### src/rtl/cfg_loader_pkg.sv
`timescale 1ns/1ps
package cfg_loader_pkg;
    typedef enum logic [3:0] {
        ST_IDLE,
        ST_RST,
        ST_RWAIT,
        ST_PRE,
        ST_HDR,
        ST_PAY,
        ST_POST,
        ST_CHK,
        ST_RDYW
    } ld_state_e;
endpackage

### src/rtl/cfg_len_capture.sv
`timescale 1ns/1ps
module cfg_len_capture #(
    parameter int BYTE_W    = 8,
    parameter int LEN_BYTES = 4,
    parameter int IDX_W     = 4,
    localparam int LEN_W    = BYTE_W * LEN_BYTES
) (
    input  logic              clk,
    input  logic              rst_n,
    input  logic              clear_i,
    input  logic              take_i,
    input  logic [IDX_W-1:0]  idx_i,
    input  logic [BYTE_W-1:0] data_i,
    output logic [LEN_W-1:0]  len_o
);
    logic [LEN_W-1:0] len_d, len_q;

    always_comb begin
        len_d = len_q;
        if (clear_i) begin
            len_d = '0;
        end else if (take_i && (idx_i < IDX_W'(LEN_BYTES))) begin
            len_d = {len_q[LEN_W-BYTE_W-1:0], data_i};
        end
    end

    always_ff @(posedge clk or negedge rst_n) begin
        if (!rst_n) len_q <= '0;
        else        len_q <= len_d;
    end

    assign len_o = len_q;
endmodule

### src/rtl/cfg_err_monitor.sv
`timescale 1ns/1ps
module cfg_err_monitor (
    input  logic clk,
    input  logic rst_n,
    input  logic clear_i,
    input  logic arm_i,
    input  logic err_i,
    output logic seen_o
);
    logic seen_d, seen_q;

    always_comb begin
        seen_d = seen_q;
        if (clear_i)              seen_d = 1'b0;
        else if (arm_i && err_i)  seen_d = 1'b1;
    end

    always_ff @(posedge clk or negedge rst_n) begin
        if (!rst_n) seen_q <= 1'b0;
        else        seen_q <= seen_d;
    end

    assign seen_o = seen_q;
endmodule

### src/rtl/cfg_loader.sv
`timescale 1ns/1ps
module cfg_loader
    import cfg_loader_pkg::*;
#(
    parameter int WAIT_W    = 16,
    parameter int BYTE_W    = 8,
    parameter int HDR_BYTES = 16,
    parameter int LEN_BYTES = 4,
    parameter int PAD_BYTES = 5
) (
    input  logic              clk,
    input  logic              rst_n,
    input  logic              start_i,
    input  logic [WAIT_W-1:0] rst_wait_i,
    input  logic [WAIT_W-1:0] rdy_wait_i,
    input  logic              img_valid_i,
    input  logic [BYTE_W-1:0] img_data_i,
    input  logic              img_last_i,
    output logic              img_ready_o,
    output logic              cfg_valid_o,
    output logic [BYTE_W-1:0] cfg_data_o,
    input  logic              cfg_ready_i,
    output logic              tgt_rst_o,
    input  logic              tgt_err_i,
    output logic              busy_o,
    output logic              done_o,
    output logic              fail_o,
    output logic              irq_en_o
);
    localparam int LEN_W = BYTE_W * LEN_BYTES;
    localparam int IDX_W = $clog2(HDR_BYTES);
    localparam logic [WAIT_W-1:0] HDR_LAST = WAIT_W'(HDR_BYTES - 1);
    localparam logic [WAIT_W-1:0] PAD_LAST = WAIT_W'(PAD_BYTES - 1);

    typedef struct packed {
        ld_state_e         st;
        logic [WAIT_W-1:0] cnt;
        logic [LEN_W-1:0]  rem;
        logic              done;
        logic              fail;
        logic              irq_en;
    } regs_t;

    regs_t r_d, r_q;

    logic             len_clr, hdr_take, err_clr, err_arm, err_seen;
    logic [LEN_W-1:0] hdr_len;

    cfg_len_capture #(
        .BYTE_W   (BYTE_W),
        .LEN_BYTES(LEN_BYTES),
        .IDX_W    (IDX_W)
    ) u_len (
        .clk    (clk),
        .rst_n  (rst_n),
        .clear_i(len_clr),
        .take_i (hdr_take),
        .idx_i  (r_q.cnt[IDX_W-1:0]),
        .data_i (img_data_i),
        .len_o  (hdr_len)
    );

    assign err_arm = (r_q.st == ST_PRE) || (r_q.st == ST_HDR) ||
                     (r_q.st == ST_PAY) || (r_q.st == ST_POST);

    cfg_err_monitor u_err (
        .clk    (clk),
        .rst_n  (rst_n),
        .clear_i(err_clr),
        .arm_i  (err_arm),
        .err_i  (tgt_err_i),
        .seen_o (err_seen)
    );

    always_comb begin
        r_d         = r_q;
        img_ready_o = 1'b0;
        cfg_valid_o = 1'b0;
        cfg_data_o  = '0;
        tgt_rst_o   = 1'b0;
        len_clr     = 1'b0;
        hdr_take    = 1'b0;
        err_clr     = 1'b0;
        case (r_q.st)
            ST_IDLE: begin
                if (start_i) begin
                    r_d.st     = ST_RST;
                    r_d.done   = 1'b0;
                    r_d.fail   = 1'b0;
                    r_d.irq_en = 1'b0;
                    len_clr    = 1'b1;
                    err_clr    = 1'b1;
                end
            end
            ST_RST: begin
                tgt_rst_o = 1'b1;
                r_d.cnt   = rst_wait_i;
                r_d.st    = ST_RWAIT;
            end
            ST_RWAIT: begin
                if (r_q.cnt == '0) r_d.st  = ST_PRE;
                else               r_d.cnt = r_q.cnt - 1'b1;
            end
            ST_PRE: begin
                cfg_valid_o = 1'b1;
                if (cfg_ready_i) begin
                    r_d.st  = ST_HDR;
                    r_d.cnt = '0;
                end
            end
            ST_HDR: begin
                img_ready_o = 1'b1;
                if (img_valid_i) begin
                    hdr_take = 1'b1;
                    if (r_q.cnt == HDR_LAST) begin
                        r_d.rem = hdr_len;
                        r_d.cnt = '0;
                        if (hdr_len == '0) begin
                            r_d.st = ST_POST;
                        end else if (img_last_i) begin
                            r_d.st   = ST_IDLE;
                            r_d.fail = 1'b1;
                        end else begin
                            r_d.st = ST_PAY;
                        end
                    end else if (img_last_i) begin
                        r_d.st   = ST_IDLE;
                        r_d.fail = 1'b1;
                    end else begin
                        r_d.cnt = r_q.cnt + 1'b1;
                    end
                end
            end
            ST_PAY: begin
                cfg_valid_o = img_valid_i;
                cfg_data_o  = img_data_i;
                img_ready_o = cfg_ready_i;
                if (img_valid_i && cfg_ready_i) begin
                    r_d.rem = r_q.rem - 1'b1;
                    if (r_q.rem == LEN_W'(1)) begin
                        r_d.st  = ST_POST;
                        r_d.cnt = '0;
                    end else if (img_last_i) begin
                        r_d.st   = ST_IDLE;
                        r_d.fail = 1'b1;
                    end
                end
            end
            ST_POST: begin
                cfg_valid_o = 1'b1;
                if (cfg_ready_i) begin
                    if (r_q.cnt == PAD_LAST) r_d.st  = ST_CHK;
                    else                     r_d.cnt = r_q.cnt + 1'b1;
                end
            end
            ST_CHK: begin
                if (err_seen) begin
                    r_d.st   = ST_IDLE;
                    r_d.fail = 1'b1;
                end else begin
                    r_d.cnt = rdy_wait_i;
                    r_d.st  = ST_RDYW;
                end
            end
            ST_RDYW: begin
                if (r_q.cnt == '0) begin
                    r_d.st     = ST_IDLE;
                    r_d.done   = 1'b1;
                    r_d.irq_en = 1'b1;
                end else begin
                    r_d.cnt = r_q.cnt - 1'b1;
                end
            end
            default: r_d.st = ST_IDLE;
        endcase
    end

    always_ff @(posedge clk or negedge rst_n) begin
        if (!rst_n) begin
            r_q.st     <= ST_IDLE;
            r_q.cnt    <= '0;
            r_q.rem    <= '0;
            r_q.done   <= 1'b0;
            r_q.fail   <= 1'b0;
            r_q.irq_en <= 1'b1;
        end else begin
            r_q <= r_d;
        end
    end

    assign busy_o   = (r_q.st != ST_IDLE);
    assign done_o   = r_q.done;
    assign fail_o   = r_q.fail;
    assign irq_en_o = r_q.irq_en;
endmodule

### config.mk
export PLATFORM = sky130hd
export DESIGN_NAME = cfg_loader
export DESIGN_NICKNAME = d
export VERILOG_FILES = /design/src/rtl/cfg_loader_pkg.sv /design/src/rtl/cfg_len_capture.sv /design/src/rtl/cfg_err_monitor.sv /design/src/rtl/cfg_loader.sv
export SDC_FILE = /design/constraint.sdc
export NUM_CORES = 1
export LEC_CHECK = 0
export CORE_UTILIZATION = 58
export CTS_CLUSTER_DIAMETER = 50
export CTS_CLUSTER_SIZE = 20
export DETAILED_ROUTE_END_ITERATION = 8
export PLACE_DENSITY = 0.81
export SYNTH_ARGS = -nofsm -noshare
export SYNTH_HDL_FRONTEND = slang
export SYNTH_HIERARCHICAL = 1
export SYNTH_SLANG_ARGS = --single-unit
### constraint.sdc
create_clock -name clk -period 3.55 [get_ports clk]
set_input_delay 0.71 -clock clk [delete_from_list [all_inputs] [get_ports clk]]
set_output_delay 0.71 -clock clk [all_outputs]
set_load 0.01 [all_outputs]
; After elaboration in Yosys (flattened, before gate mapping)
; Cells that the tools add are included.
[totals]
ff_bits = 88
in_bits = 47
output_inout_bits = 15
word_cells = 110
[op_classes]
n_addsub = 3
n_lt_le_gt_ge = 1
eq_ne = 28
mux = 47
n_reduce_logical = 23
[op_table]
columns = cell, n
row1 = $pmux W16 S7, 1
row2 = $mux W52, 2
row3 = $mux W32, 3
row4 = $mux W16, 5
row5 = $pmux W32 S2, 1
row6 = $mux W20, 3
row7 = $pmux W4 S9, 1
row8 = $eq A32 B1 Y1 const B, 1
row9 = $logic_not A32 Y1, 1
row10 = $sub A32 B1 Y32 const B, 1
row11 = $mux W4, 7
row12 = $ne A2 B2 Y1 const B, 10
row13 = $add A16 B1 Y16 const B, 1
row14 = $eq A16 B3 Y1 const B, 1
row15 = $eq A16 B4 Y1 const B, 1
row16 = $eq A4 B3 Y1 const B, 4
row17 = $logic_not A16 Y1, 1
row18 = $sub A16 B1 Y16 const B, 1
row19 = $mux W1, 15
row20 = $ne A2 B1 Y1 const B, 5
row21 = $reduce_and A10 Y1, 1
row22 = $mux W3, 3
row23 = $eq A4 B2 Y1 const B, 2
row24 = $mux W8, 1
row25 = 18 further kinds, 30

; Depth between registers and ports, before layout
[logic_depth]
ltp_word = 7
depth_mapped = 10
ltp_nobuf = 8

; Hierarchy
; The synthesis kept the hierarchy.
[modules_own_cells]
columns = mod, instances, cells_each, area_per_inst_um2, seq_area_each_um2
row1 = cfg_loader, 1, 598, 4593.2, 1377.6
row2 = cfg_len_capture, 1, 113, 1447.6, 800.8
row3 = cfg_err_monitor, 1, 3, 33.8, 25.0

; Worst setup path before layout
; Ideal clock, no wire load.
[synth_timing]
kind = register to register
startpoint = register r_q[39] in the netlist's numbering
endpoint = register r_q[48] in the netlist's numbering
setup_time_ns = 0.127
arrival_ns = 2.738
t_required_ns = 3.423
path_slack_ns = 0.684
path_stages_with_launch = 10
path_buffers = 3
period_less_slack_ns = 2.866
cell_sequence = dfrtp_1 > buf_6 > or4_4 > buf_6 > or4b_4 > o211ai_2 > nand2_2 > or3_1 > buf_6 > mux2_1
[synth_between]
elab_chain_len = 5
elab_cells_between_ends = 16
cone_classes = add/sub: 2 / eq/ne: 5 / mux: 7 / reduce/logical: 2
[synth_lines]
columns = item, line_no
row1 = "start, declared", cfg_loader.sv:44  ; regs_t r_d, r_q;
row2 = "start signal, assigned", cfg_loader.sv:187  ; r_q <= r_d;
row3 = $add A16 B1 Y16, "cfg_loader.sv:130, cfg_loader.sv:153"
row4 = $mux W16, cfg_loader.sv:126  ; end else if (img_last_i) begin
row5 = $mux W20, cfg_loader.sv:115  ; if (r_q.cnt == HDR_LAST) begin
row6 = $mux W52, cfg_loader.sv:113  ; if (img_valid_i) begin
row7 = $pmux W16 S7, cfg_loader.sv:84  ; case (r_q.st)
; Several ways; a longest one is shown, not always the timed one. The select of a mux whose other input is x is not followed.
; A chain may end at the register's enable or synchronous reset.

; Worst setup path in the final report
[layout_timing]
startpoint = register r_q[23] in the netlist's numbering
endpoint = register r_q[40] in the netlist's numbering
[layout_between]
elab_chain_len = 3
[layout_lines]
columns = item, line_no
row1 = $eq A32 B1 Y1, cfg_loader.sv:140  ; if (r_q.rem == LEN_W'(1)) begin
row2 = $ne A2 B1 Y1 (no line), --
row3 = $reduce_and A10 Y1 (no line), --
; Every way passes these cells.

==> summary.md <==
| Metric | Value |
|---|---|
| Antenna cells | 0 |
| Max_cap viols | 0 |
| Time the worst path needs with I/O delays and setup | 3280 ps |
| CP required | 3810 ps |
| Initial antenna violation count | 0 |
| Asr flop ratio synth | 1.00 |
| FF+latch count, synth | 88 |
| Final worst hold slack | 404 ps |
| Initial DRC count | 642 |
| Pre-CTS setup slack | 313 ps |
| Core ar. | 9950 sq um |
| Largest net degree at the start of global routing | 59 |
| Worst Skew | 16.7 ps |
| Pin slew with the least headroom to its limit | 1040 ps |
| Setup violators final | 0 |
| Mapped Area | 6070 sq um |
| Syn avg cell area | 8.51 sq um |
| Vias | 5898 |
| Via/cell ratio | 6.65 |
| EDFF count, synth | 0 |
| Overall Global Routing Usage | 0.324 |
| Setup ws final | 271 ps |
| Antenna Nets Post-Route | 0 |
| Multi-input logic area | 3530 sq um |
| Crit-path cells | or4_1, or4_1, nor4_1, buf_4, o21ai_1, or3_1, buf_4, o31ai_1 |
| Layout area overhead | 14.2% |
| Share of post-route cells with drive strength above 1 | 0.0769 |
| H-Tree Depth | 3 |
| Post-CTS Hold Fix Bufs | 0 |
| Register area | 2200 sq um |
| Fin. Hold Viols | 0 |
| Largest fanout on the critical path | 10 |
| Die area | 10900 sq um |
| Drc violations | 0 |
| CP peak stage delay | 570 ps |
| First-pass GRT wire length | 28100 um |
| Status | complete, no violations |
| Critical path buffers and inverters | 2 |
| Part of the Yosys area used for sequential elements | 0.363 |
| Primary FF master, synth | dfrtp_1 |
| Static leakage | 2.79 nW |
| Pwr Density | 744 nW/um^2 |
| Setup CP Type | flop to flop |
| Worst Path Arrival | 3540 ps |
| Post-CTS setup buffer count | 0 |
| Routed len/inst | 19.5 um |
| Yosys top cell area share | 0.358 |
| Clock input transition at the sequential cells of the worst setup and hold paths | 80 ps |
| Critical Path Sink Type | flop |
| Crit-path slowest cell | or3_1 |
| Port Buffers | 61 |
| Io pins | 62 |
| RSZ-0062 raised after global routing | false |
| Hold Path Class | primary input to asynchronous set/reset pin |
| Chip width | 104 um |
| Drt first pass iters | 6 |
| CTS Buf Count | 9 |
| CTS tree | done |
| Maximum clock rate | 0.305 GHz |
| Max_slew headroom | 0.305 |
| Final period util | 0.924 |
| Post-layout nets | 801 |
| Resized cells post-CTS | 0 |
| Placer Congestion | 0.939 |
| Top post-synthesis cells by area | dfrtp_1, mux2i_1, nand2b_1 |
| GR Overflow Total | 0 |
| Worst ir drop on vdd | 430 uV |
| FP Rows | 36 |
| Count of cell types in the netlist | 77 |
| Syn nets | 765 |
| Die Ht | 104 um |
| CP Launch Type | flop |
| Vias in the first global route | 5485 |
| Worst path top cell family by delay | simple AND/OR/NAND/NOR gates |
| Clk buf depth | 2 |
| Starting density of the core | 0.610 |
| Synth area leader | dfrtp_1 |
| CTS root buf | clkbuf_8 |
| Final HPWL from detailed placement | 12500 um |
| Fillers | 805 |
| Total negative setup slack | 0 ps |
| Clock sink total | 88 |
| Clk_lat worst skew | 360 ps |
| Synth warn | 6 |
| Pins over their slew limit | 0 |
| Final wirelength | 17300 um |
| Cells after Synth | 714 |
## logic make-up (layout without fill, tap and decap cells)
group | count (synthesis) | after routing | synth area share
AOI/OAI and AO/OA | 210 | 210 | 0.225
xor gates and xnor gates | 15 | 15 | 0.0216
adders and majority gates | 4 | 4 | 0.00824
buffers and inverters | 77 | 117 | 0.0573
DFF | 88 | 88 | 0.363
muxes | 45 | 45 | 0.0768
and+or+nand+nor | 275 | 275 | 0.249
## report_power, final
part           total, W  internal, W  switching (W)
Sequential      0.00177      0.00132       0.000449
Combinational   0.00269      0.00114        0.00155
Clock          0.000694     0.000341       0.000353
Total           0.00516      0.00281        0.00236
## registers in the layout, indices dropped and copies added, names as in the netlist
| signal | flops |
|---|---|
| done_o | 1 |
| fail_o | 1 |
| irq_en_o | 1 |
| r_q | 52 |
| u_err/seen_o | 1 |
| u_len/len_o | 32 |
## cell usage in the layout, fill, tap and decap left out, types with 31 or more instances in the layout
cell type,instances
clkdlybuf4s50_1,60
nor3_1,31
dfrtp_1,87
nor2_1,54
nand2_1,35
a21oi_1,51
nand2b_1,47
mux2i_1,41
o21ai_0,52
## final timing paths
check / cells after the start / from / slack [ps] / endpoint
setup / recovery: 8 / r_q[23]$_DFFE_PN0P_ / 270 / r_q[40]$_DFFE_PN0P_
hold / removal: 1 / rst_n / 400 / r_q[22]$_DFFE_PN0P_
min in group clk: 1 / done_o$_DFFE_PN0P_ / 490 / done_o$_DFFE_PN0P_
setup reg to reg: 8 / r_q[23]$_DFFE_PN0P_ / 270 / r_q[40]$_DFFE_PN0P_
hold reg to reg: 1 / done_o$_DFFE_PN0P_ / 490 / done_o$_DFFE_PN0P_
max in group asynchronous: 2 / rst_n / 2360 / irq_en_o$_DFFE_PN1P_
## cell usage after synthesis, types with 11 or more instances
| cell type | count |
|---|---|
| nor2_1 | 55 |
| nor3_1 | 31 |
| nand3_1 | 14 |
| and2_1 | 11 |
| a21oi_1 | 52 |
| dfrtp_1 | 87 |
| mux2i_1 | 41 |
| xnor2_1 | 12 |
| inv_1 | 19 |
| nor4_1 | 23 |
| clkbuf_1 | 45 |
| nand2b_1 | 48 |
| o21ai_0 | 52 |
| nand2_1 | 35 |
| o22ai_1 | 11 |
| or3_1 | 11 |
| a21o_1 | 11 |
## layer usage
layer  track usage  share of wire  vias to the layer above  wire length [um]
met4         0.102          0.020                        0               349
met1         0.471           0.44                     2820              7680
met3        0.0771          0.092                       40              1600
met5             0              0                        -                 0
met2         0.471           0.44                      322              7680
li1              -              -                     2716                 -
## stage by stage
| step | utilization | std cells | total power, W | area, sq um |
|---|---|---|---|---|
| finish | 0.697 | 887 | 0.00516 | 6930 |
| global route | 0.697 | 887 | 0.00549 | 6930 |
| CTS | 0.697 | 887 | 0.00509 | 6930 |
| detailed placement | 0.678 | 872 | 0.00438 | 6750 |
| global placement | 0.678 | 872 | 0.00432 | 6750 |
| floorplan | - | 714 | 0.00363 | 6070 |
## layout make-up
class / count / share of cell area
sequential: 88 / 0.318
clock buffer: 12 / 0.0209
timing repair buffer: 83 / 0.112
clock inverter: 3 / 0.00613
inverter: 19 / 0.0103
tap: 133 / 0.0240
multi-input combinational: 549 / 0.509
Power figures use the tool's default switching activity.
